### src/rtl/cerr_pkg.sv
package cerr_pkg;

    // Classification of the report arriving in a cycle
    typedef enum logic [1:0] {
        RPT_IDLE  = 2'd0,
        RPT_CORR  = 2'd1,
        RPT_FATAL = 2'd2
    } rpt_kind_e;

    localparam int DEF_ADDR_W  = 32;
    localparam int DEF_ENTRIES = 8;
    localparam int DEF_HIT_W   = 4;
    localparam int DEF_RAW_W   = 8;
    localparam int DEF_EVT_W   = 8;

    function automatic rpt_kind_e classify(input logic vld, input logic fatal);
        if (!vld)
            return RPT_IDLE;
        else if (fatal)
            return RPT_FATAL;
        else
            return RPT_CORR;
    endfunction

endpackage

### src/rtl/cerr_sat_ctr.sv
module cerr_sat_ctr #(
    parameter int W = 8
) (
    input  logic         clk,
    input  logic         rst,
    input  logic         inc,
    output logic [W-1:0] count
);
    localparam logic [W-1:0] TOP = {W{1'b1}};

    always_ff @(posedge clk) begin
        if (rst)
            count <= '0;
        else if (inc && count != TOP)
            count <= count + 1'b1;
    end
endmodule

### src/rtl/cerr_dedup_table.sv
module cerr_dedup_table #(
    parameter int ADDR_W       = 32,
    parameter int ENTRIES      = 8,
    parameter int HIT_W        = 4,
    parameter int SUSPECT_HITS = 4
) (
    input  logic              clk,
    input  logic              rst,
    input  logic              upd,
    input  logic [ADDR_W-1:0] addr,
    output logic              hit,
    output logic              reached
);
    localparam int IDX_W = (ENTRIES > 1) ? $clog2(ENTRIES) : 1;
    localparam logic [HIT_W-1:0] HIT_TOP = {HIT_W{1'b1}};

    typedef struct packed {
        logic              vld;
        logic [ADDR_W-1:0] tag;
        logic [HIT_W-1:0]  hits;
    } entry_t;

    entry_t             tbl [ENTRIES];
    logic [ENTRIES-1:0] match;
    logic [HIT_W-1:0]   hit_hits;
    logic [IDX_W-1:0]   victim;

    genvar g;
    generate
        for (g = 0; g < ENTRIES; g++) begin : g_ent
            assign match[g] = tbl[g].vld && (tbl[g].tag == addr);

            always_ff @(posedge clk) begin
                if (rst) begin
                    tbl[g] <= '0;
                end else if (upd) begin
                    if (match[g]) begin
                        if (tbl[g].hits != HIT_TOP)
                            tbl[g].hits <= tbl[g].hits + 1'b1;
                    end else if (!hit && victim == IDX_W'(g)) begin
                        tbl[g] <= '{vld: 1'b1, tag: addr, hits: HIT_W'(1)};
                    end
                end
            end
        end
    endgenerate

    assign hit = |match;

    always_comb begin
        hit_hits = '0;
        for (int i = 0; i < ENTRIES; i++)
            if (match[i])
                hit_hits = hit_hits | tbl[i].hits;
    end

    // Suspect level is hit exactly once: on the update that brings the count to it
    always_comb begin
        if (!upd)
            reached = 1'b0;
        else if (hit)
            reached = (hit_hits != HIT_TOP) &&
                      ({1'b0, hit_hits} + 1'b1 == (HIT_W+1)'(SUSPECT_HITS));
        else
            reached = (SUSPECT_HITS == 1);
    end

    always_ff @(posedge clk) begin
        if (rst)
            victim <= '0;
        else if (upd && !hit)
            victim <= (victim == IDX_W'(ENTRIES-1)) ? '0 : victim + 1'b1;
    end
endmodule

### src/rtl/cerr_tracker.sv
module cerr_tracker
    import cerr_pkg::*;
#(
    parameter int ADDR_W       = DEF_ADDR_W,
    parameter int ENTRIES      = DEF_ENTRIES,
    parameter int HIT_W        = DEF_HIT_W,
    parameter int SUSPECT_HITS = 4,
    parameter int RAW_W        = DEF_RAW_W,
    parameter int EVT_W        = DEF_EVT_W
) (
    input  logic              clk,
    input  logic              rst,
    input  logic              rpt_valid,
    input  logic              rpt_fatal,
    input  logic [ADDR_W-1:0] rpt_addr,
    input  logic [EVT_W-1:0]  thresh,
    input  logic              spare_clr,
    output logic [RAW_W-1:0]  raw_count,
    output logic [EVT_W-1:0]  event_count,
    output logic              new_event,
    output logic              suspect,
    output logic [ADDR_W-1:0] suspect_addr,
    output logic              spare_req,
    output logic              mce
);
    localparam logic [EVT_W-1:0] EVT_TOP = {EVT_W{1'b1}};

    rpt_kind_e        kind;
    logic             corr;
    logic             tbl_hit;
    logic             tbl_reached;
    logic             fresh;
    logic [EVT_W-1:0] evt_after;

    assign kind  = classify(rpt_valid, rpt_fatal);
    assign corr  = (kind == RPT_CORR);
    assign fresh = corr && !tbl_hit;
    assign evt_after = (event_count == EVT_TOP) ? EVT_TOP : event_count + 1'b1;

    cerr_dedup_table #(
        .ADDR_W      (ADDR_W),
        .ENTRIES     (ENTRIES),
        .HIT_W       (HIT_W),
        .SUSPECT_HITS(SUSPECT_HITS)
    ) u_table (
        .clk    (clk),
        .rst    (rst),
        .upd    (corr),
        .addr   (rpt_addr),
        .hit    (tbl_hit),
        .reached(tbl_reached)
    );

    cerr_sat_ctr #(.W(RAW_W)) u_raw (
        .clk  (clk),
        .rst  (rst),
        .inc  (corr),
        .count(raw_count)
    );

    cerr_sat_ctr #(.W(EVT_W)) u_evt (
        .clk  (clk),
        .rst  (rst),
        .inc  (fresh),
        .count(event_count)
    );

    always_ff @(posedge clk) begin
        if (rst) begin
            new_event    <= 1'b0;
            suspect      <= 1'b0;
            suspect_addr <= '0;
            spare_req    <= 1'b0;
            mce          <= 1'b0;
        end else begin
            new_event <= fresh;
            mce       <= (kind == RPT_FATAL);
            suspect   <= tbl_reached;
            if (tbl_reached)
                suspect_addr <= rpt_addr;
            if (fresh && evt_after > thresh)
                spare_req <= 1'b1;
            else if (spare_clr)
                spare_req <= 1'b0;
        end
    end
endmodule

### config.mk
export PLATFORM = sky130hd
export DESIGN_NAME = cerr_tracker
export DESIGN_NICKNAME = d
export VERILOG_FILES = /design/src/rtl/cerr_pkg.sv /design/src/rtl/cerr_sat_ctr.sv /design/src/rtl/cerr_dedup_table.sv /design/src/rtl/cerr_tracker.sv
export SDC_FILE = /design/constraint.sdc
export NUM_CORES = 1
export LEC_CHECK = 0
export BUFFER_PORTS_ARGS = -buffer_cell sky130_fd_sc_hd__buf_2
export CAP_MARGIN = 10
export CORE_AREA = 2 2 185 187
export DETAILED_ROUTE_END_ITERATION = 6
export DIE_AREA = 0 0 187 189
export MAX_ROUTING_LAYER = met4
export PLACE_DENSITY = 0.75
export SKIP_LAST_GASP = 1
export SLEW_MARGIN = 20
export SYNTH_ARGS = -nofsm -noshare
export SYNTH_HDL_FRONTEND = slang
export SYNTH_SLANG_ARGS = --single-unit
### constraint.sdc
create_clock -name clk -period 6.21 [get_ports clk]
set_input_delay 1.242 -clock clk [delete_from_list [all_inputs] [get_ports clk]]
set_output_delay 1.242 -clock clk [all_outputs]
set_load 0.03 [all_outputs]
-- Yosys cells after proc, flatten, opt, wreduce, memory -nomap -nowiden
Memory sizes are Yosys's and may differ from the RTL's.
Index checks and enable logic that the tools add are counted.
- register bits after elaboration: 55
- memory bits (writable): 296
- input bits: 45
- output and inout port bits: 52
- memories kept: 1
- memory list (name ; words ; bits a word ; read ports ; clocked after memory_dff ; write ports ; RTL line ; RTL):
    u_table.tbl ; 8 ; 37 ; 8 ; 0 ; 8 ; cerr_dedup_table.sv:23 ; entry_t tbl [ENTRIES];
- add/sub/neg operators: 12
- magnitude comparators: 1
- eq/ne operators: 30
- multiplexer cells: 122
- bitwise logic cells: 31
- reduce and logical (&&, ||, !) cells: 25
- operator list (cell ; count):
    33-bit 2-to-1 mux ; 8
    32-bit equality test ; 8
    4-bit 2-to-1 mux ; 24
    1-bit 2-to-1 mux ; 86
    4-bit inequality test, second input constant ; 9
    4-bit by 1-bit adder with 4-bit output, second input constant ; 8
    4-bit bitwise OR ; 7
    1-bit bitwise OR ; 24
    1-bit logical AND ; 21
    8-bit by 1-bit adder with 8-bit output, second input constant ; 2
    8-bit inequality test, second input constant ; 2
    3-bit equality test, second input constant ; 4
    8-bit equality test, second input constant ; 1
    8-bit greater-than comparator ; 1
    8-bit 2-to-1 mux ; 1
    8-bit OR reduction ; 1
    3-bit by 2-bit equality test with 1-bit output, second input constant ; 2
    4-bit by 1-bit adder with 5-bit output, second input constant ; 1
    5-bit by 3-bit equality test with 1-bit output, second input constant ; 1
    2-bit 2-to-1 mux ; 2
    3-bit by 1-bit adder with 3-bit output, second input constant ; 1
    3-bit by 1-bit equality test with 1-bit output, second input constant ; 1
    3-bit zero test ; 1
    3-bit 2-to-1 mux ; 1
    other kinds (4) ; 4

-- Logic depth before layout (Yosys ltp)
An unclocked memory read counts as a cell.
- depth after elaboration: 23
- mapped depth: 15
- depth with buffers taken out: 14

-- Cells and area by module
From an unflattened synthesis, not the netlist that was laid out.
- cell total of the unflattened synthesis: 1454
- area total of the unflattened synthesis: 17713.2 um^2
- modules (own cells, without submodules) (module ; times used ; cells an instance ; area an instance (um^2)):
    cerr_dedup_table ; 1 ; 1195 ; 15223.4
    cerr_tracker ; 1 ; 167 ; 1629.1
    cerr_sat_ctr ; 2 ; 46 ; 430.4

-- Worst setup path after synthesis
Ideal clock, no wire load.
- path type: input port to flip-flop
- start point: input rpt_addr[17]
- end point: memory u_table.tbl[0][100] (netlist bit), enable pin
- setup time: 469 ps
- arrival time: 5098 ps
- data required time: 5741 ps
- slack: 643 ps
- cell stages on the path: 12
- path through: buf_4 > buf_4 > xnor2_1 > nand2_1 > nor3_1 > nand4_1 > nand4_2 > nor3_2 > buf_6 > buf_2 > nand2_1 > o21ai_0
- RTL lines (element ; RTL line ; RTL):
    from (decl) ; cerr_tracker.sv:15 ; input logic [ADDR_W-1:0] rpt_addr,
    to (decl) ; cerr_dedup_table.sv:23 ;

-- Worst setup path after layout
- start point: input rpt_addr[28]
- end point: register suspect_addr[17]
- cells in the longest elaborated chain, start to end: 22
- elaborated cells on any way between the ends: 38
- those cells by class: add/sub (1); eq/ne (10); mux (10); bitwise (7); reduce/logical (10)
- ends and longest elaborated chain (element ; RTL line ; RTL):
    32-bit equality test ; cerr_dedup_table.sv:31 ; assign match[g] = tbl[g].vld && (tbl[g].tag == addr);
    1-bit logical AND ; cerr_dedup_table.sv:31 ;
    4-bit 2-to-1 mux ; cerr_dedup_table.sv:53 ; if (match[i])
    4-bit bitwise OR ; cerr_dedup_table.sv:54 ; hit_hits = hit_hits | tbl[i].hits;
    4-bit 2-to-1 mux ; cerr_dedup_table.sv:53 ;
    4-bit bitwise OR ; cerr_dedup_table.sv:54 ;
    4-bit 2-to-1 mux ; cerr_dedup_table.sv:53 ;
    4-bit bitwise OR ; cerr_dedup_table.sv:54 ;
    [... 6 more ...] ; -- ;
    4-bit 2-to-1 mux ; cerr_dedup_table.sv:53 ;
    4-bit bitwise OR ; cerr_dedup_table.sv:54 ;
    4-bit 2-to-1 mux ; cerr_dedup_table.sv:53 ;
    4-bit by 1-bit adder with 5-bit output ; cerr_dedup_table.sv:63 ; ({1'b0, hit_hits} + 1'b1 == (HIT_W+1)'(SUSPECT_HITS));
    5-bit by 3-bit equality test with 1-bit output ; cerr_dedup_table.sv:63 ;
    1-bit logical AND ; cerr_dedup_table.sv:62 ; reached = (hit_hits != HIT_TOP) &&
    1-bit 2-to-1 mux (*) ; cerr_dedup_table.sv:61 ; else if (hit)
    1-bit 2-to-1 mux (*) ; cerr_dedup_table.sv:59 ; if (!upd)
    to (signal assigned) ; cerr_tracker.sv:80 ; suspect_addr <= rpt_addr;
    to (decl) ; cerr_tracker.sv:22 ; output logic [ADDR_W-1:0] suspect_addr,
Mark *: on every way between the ends. The rest lies on a longest branch, timed or not.
A chain may end at the register's enable or synchronous reset.

==> tab_implementation.tex <==
\begin{tabular}{lr}
\hline
Metric & Value \\
\hline
\multicolumn{2}{l}{\textbf{Setup path}} \\
Max FO, Critical Path & 33 \\
Critical Path Stages & 9 \\
Worst R2R End & suspect\_addr[17]\$\_SDFFE\_PP0P\_ \\
Standard cell with the maximum stage delay on the critical path & sky130\_fd\_sc\_hd\_\_or3\_1 \\
Critical path capture point type & flip-flop \\
Reg-to-reg slack, setup & 2660 ps \\
Crit Path Category & in2reg \\
R2R Path Start & u\_table.tbl[0][43]\$\_SDFFCE\_PN0P\_ \\
Critical path required time & between 6000 and 7000 ps \\
Startpoint kind of the worst setup timing path & primary input \\
Worst path bufs/invs & 1 \\
Worst endpoint data arrival time & 4880 ps \\
Worst reg2reg path depth & 8 \\
Slowest stage delay, CP & 900 ps \\
Worst path cell trace & buf\_2 > xnor2\_1 > nand4\_1 > nor4\_2 > nand4\_1 > o221ai\_1 > or3\_1 > o21ai\_0 > a21oi\_1 \\
CP top delay family & simple AND/OR/NAND/NOR gates \\
Critical Path Most Common Cell & sky130\_fd\_sc\_hd\_\_nand4\_1 \\
\multicolumn{2}{l}{\textbf{Power}} \\
Leakage component of the power & between 7 and 8 nW \\
Worst IR drop on VDD & 0.181 mV \\
Power density normalized to cell area & 274 nW/um\^{}2 \\
\multicolumn{2}{l}{\textbf{Routing}} \\
Vias & 11800 \\
Mean number of vias per cell & 5.81 \\
Detailed-route DRC error count & 0 \\
First-pass iteration count of the detailed router & 5 \\
Routed wire length & approximately 44 mm \\
First DRT Iteration DRCs & 1182 \\
Remaining number of nets flagged by the antenna check after routing & 0 \\
WL/cell & 21.6 microns \\
\multicolumn{2}{l}{\textbf{Yosys}} \\
Number of enable flip-flop cells after synthesis & 295 \\
Leading cell type by number of instances after synthesis & sky130\_fd\_sc\_hd\_\_edfxtp\_1 \\
Dominant synthesized flop cell & sky130\_fd\_sc\_hd\_\_edfxtp\_1 \\
Average size of a mapped cell & 11.8 sq um \\
Biggest area contributors in the synthesized netlist & sky130\_fd\_sc\_hd\_\_edfxtp\_1, sky130\_fd\_sc\_hd\_\_xnor2\_1, sky130\_fd\_sc\_hd\_\_and2\_1, sky130\_fd\_sc\_hd\_\_dfxtp\_1, sky130\_fd\_sc\_hd\_\_nand4\_1 \\
Net Count, Synth & 1601 \\
Unique masters post-synth & between 50 and 60 \\
Fraction of synthesis flops using an asynchronous set or reset pin & 0\% \\
Most numerous cell types in the synthesized netlist & sky130\_fd\_sc\_hd\_\_edfxtp\_1, sky130\_fd\_sc\_hd\_\_xnor2\_1, sky130\_fd\_sc\_hd\_\_and2\_1 \\
Seq/Total Area, Yosys & roughly 55\% \\
Yosys warning count & 0 \\
Share of Yosys cell area claimed by the top area cell type & 49.1\% \\
Number of standard cells after synthesis & 1532 \\
Post-synthesis instance area & 18000 sq um \\
Total of flip-flops plus latches after synthesis & 351 \\
Library cell occupying the most area in the post-synthesis netlist & sky130\_fd\_sc\_hd\_\_edfxtp\_1 \\
\multicolumn{2}{l}{\textbf{Flow run}} \\
\# Max-Cap Violations & 0 \\
\multicolumn{2}{l}{\textbf{CTS}} \\
Worst-Skew Late Latency & 530 ps \\
Post-CTS Setup Bufs & 0 \\
Cell at the root of the clock tree & sky130\_fd\_sc\_hd\_\_clkbuf\_16 \\
Resized Gates After CTS & 0 \\
Clock transition at the register clock pins on the worst setup and hold paths after CTS & approximately 60 ps \\
Num CTS Buffers & 37 \\
H-Tree Depth & 2 \\
Maximum root-to-sink buffer count & 3 \\
TritonCTS clock tree & built \\
Cts hold-fix bufs & 0 \\
CTS sink cnt & 351 \\
\multicolumn{2}{l}{\textbf{STA}} \\
Hold Violations, Final & 0 \\
Final setup skew & 23.7 ps \\
Final-report setup violation count & 0 \\
Peak Freq & 225 MHz \\
Unrepaired setup endpoints after global routing & false \\
Slew Viols, Final & 0 \\
Slew at the pin closest to its max-slew limit & 1130 ps \\
Relative max-transition margin & 24.7\% \\
Final critical-path share of the clock period & 71.6\% \\
Total negative slack & 0 ps \\
Worst hold slack across all endpoints & roughly 470 ps \\
Time the worst path needs with I/O delays and setup & 4440 ps \\
\multicolumn{2}{l}{\textbf{Global routing}} \\
Vias in the first global route & 11600 \\
Pin count of the biggest net entering global routing & 72 \\
Global route total overflow & 0 \\
Met3 demand-to-capacity share in global routing & 4.67\% \\
Antenna violations before repair & 1 \\
Routing usage on met1 & 34.2\% \\
GRT Total Usage & roughly a quarter \\
Wire length of the first global-routing pass & 67.7 mm \\
Met2 GRT Util & between 40\% and 50\% \\
GRT busiest layer & met2 \\
\multicolumn{2}{l}{\textbf{Hold path}} \\
Hold Crit Start & spare\_req\$\_SDFFE\_PP0P\_ \\
Type of the most critical hold path & reg2reg \\
Hold depth & 2 \\
End point of the most critical hold path & spare\_req\$\_SDFFE\_PP0P\_ \\
\multicolumn{2}{l}{\textbf{Placement}} \\
Placed Area & 18400 sq um \\
Placer's final routability congestion estimate & $\sim$0.9 \\
Number of placed cells counting well taps & 1967 \\
Final HPWL from detailed placement & 27.6 mm \\
I/O Buffers & 96 \\
\multicolumn{2}{l}{\textbf{Layout}} \\
Area growth, synth to finish & 9.21\% \\
Share of post-route cells with drive strength above 1 & 13.2\% \\
Layout Cell Area excl Fill & approximately 20000 sq um \\
Final Instance Count excl. Fillers & 2037 \\
Final \#Nets & 1629 \\
\multicolumn{2}{l}{\textbf{Floorplan}} \\
Std cell rows & 67 \\
Initial Utilization & between 50\% and 60\% \\
Die Outline Area & 35300 sq um \\
Number of primary I/O pins & 97 \\
Die Y & 189 microns \\
Core area & roughly 33000 sq um \\
Die X-Extent & 187 microns \\
\multicolumn{2}{l}{\textbf{Status}} \\
Status & finished, final reports clean \\
\hline
\end{tabular}
## placed cells by master, fill, tap and decap left out, types with 4 or more instances in the layout
cell | Yosys | final
sky130_fd_sc_hd__clkinv_2 | 0 | 4
sky130_fd_sc_hd__buf_2 | 37 | 96
sky130_fd_sc_hd__nor4_1 | 10 | 10
sky130_fd_sc_hd__xnor2_1 | 241 | 241
sky130_fd_sc_hd__and3_1 | 62 | 61
sky130_fd_sc_hd__buf_4 | 30 | 15
sky130_fd_sc_hd__nor2_1 | 61 | 61
sky130_fd_sc_hd__nor3_1 | 8 | 7
sky130_fd_sc_hd__nor3_2 | 4 | 4
sky130_fd_sc_hd__nand3_2 | 4 | 4
sky130_fd_sc_hd__ha_1 | 24 | 23
sky130_fd_sc_hd__nor4_4 | 7 | 7
sky130_fd_sc_hd__clkbuf_8 | 0 | 9
sky130_fd_sc_hd__and2_1 | 226 | 226
sky130_fd_sc_hd__a21oi_1 | 40 | 40
sky130_fd_sc_hd__nand2b_1 | 6 | 6
sky130_fd_sc_hd__a311oi_1 | 5 | 5
sky130_fd_sc_hd__edfxtp_1 | 295 | 295
sky130_fd_sc_hd__inv_1 | 31 | 31
sky130_fd_sc_hd__a31o_2 | 8 | 8
sky130_fd_sc_hd__dfxtp_1 | 56 | 56
sky130_fd_sc_hd__nor2b_1 | 4 | 4
sky130_fd_sc_hd__or2_2 | 5 | 5
sky130_fd_sc_hd__o21bai_1 | 7 | 7
sky130_fd_sc_hd__clkinv_1 | 0 | 4
sky130_fd_sc_hd__clkbuf_16 | 0 | 39
sky130_fd_sc_hd__nand3_1 | 63 | 63
sky130_fd_sc_hd__nand4_1 | 67 | 67
sky130_fd_sc_hd__xor2_1 | 35 | 35
sky130_fd_sc_hd__a21o_1 | 6 | 6
sky130_fd_sc_hd__a31oi_1 | 5 | 5
sky130_fd_sc_hd__o21ai_0 | 41 | 40
sky130_fd_sc_hd__mux2i_1 | 5 | 5
sky130_fd_sc_hd__o32ai_1 | 6 | 6
sky130_fd_sc_hd__clkbuf_1 | 23 | 5
sky130_fd_sc_hd__nand2_1 | 41 | 41
sky130_fd_sc_hd__o2111ai_1 | 9 | 9
## where the power goes
group | internal [mW] | switching (mW)
Sequential | 2.64 | 0.0489
Clock | 1.38 | 0.921
Combinational | 0.148 | 0.273
## registers in the layout, summed over array words and instances (netlist names)
register	cells
mce	1
new_event	1
spare_req	1
suspect	1
suspect_addr	32
u_evt.count	8
u_raw.count	8
u_table.tbl	296
u_table.victim	3
## worst max path at each step
stage	start	endpoint
floorplan	rpt_addr[17]	u_table.tbl[0][100]$_SDFFCE_PN0P_
global placement	rpt_addr[3]	u_table.tbl[0][82]$_SDFFCE_PN0P_
detailed placement	rpt_addr[3]	u_table.tbl[0][82]$_SDFFCE_PN0P_
CTS	rpt_addr[3]	u_table.tbl[0][86]$_SDFFCE_PN0P_
global route	rpt_addr[28]	suspect_addr[17]$_SDFFE_PP0P_
finish	rpt_addr[28]	suspect_addr[17]$_SDFFE_PP0P_
## kinds of logic after synthesis
group | share of synthesized area (%)
AND/OR/NAND/NOR | 19.0
buffers and inverters | 5.33
XOR/XNOR | 13.4
AO/OA/AOI/OAI | 5.09
adder cells (fa/ha/maj) | 1.66
flip-flops | 55.3
multiplexers | 0.277
## stage by stage
step	worst slack (ps)	power, mW	util, %
after floorplan	643	3.04	-
after global placement	1190	3.14	55.2
after detailed placement	1060	3.15	55.2
after CTS	1610	5.41	59.1
after global routing	1690	5.55	59.2
final	1770	5.41	59.2
## worst reg2reg max path, delay by kind of cell (launching register included)
family,cells,cell delay (ps)
AOI/OAI and AO/OA,3,850
and+or+nand+nor,4,1990
xor gates and xnor gates,1,240
DFF,1,380
## metal layers
layer  routed length, microns  part of all wire, %
met1                    18300                   42
met2                    20200                   46
met3                     4000                  9.1
met4                     1570                  3.6
met5                        0                    0
## area by class of cell
class                           instances  area [sq um]
Fill cell                            2684         13600
Sequential cell                       351          9980
Multi-Input combinational cell       1026          7150
Clock buffer                           53          1120
Timing Repair Buffer                  113           632
Tap cell                              448           561
Clock inverter                         14           155
Inverter                               31           116
Antenna cell                            1          2.50
Power figures use the tool's default switching activity.
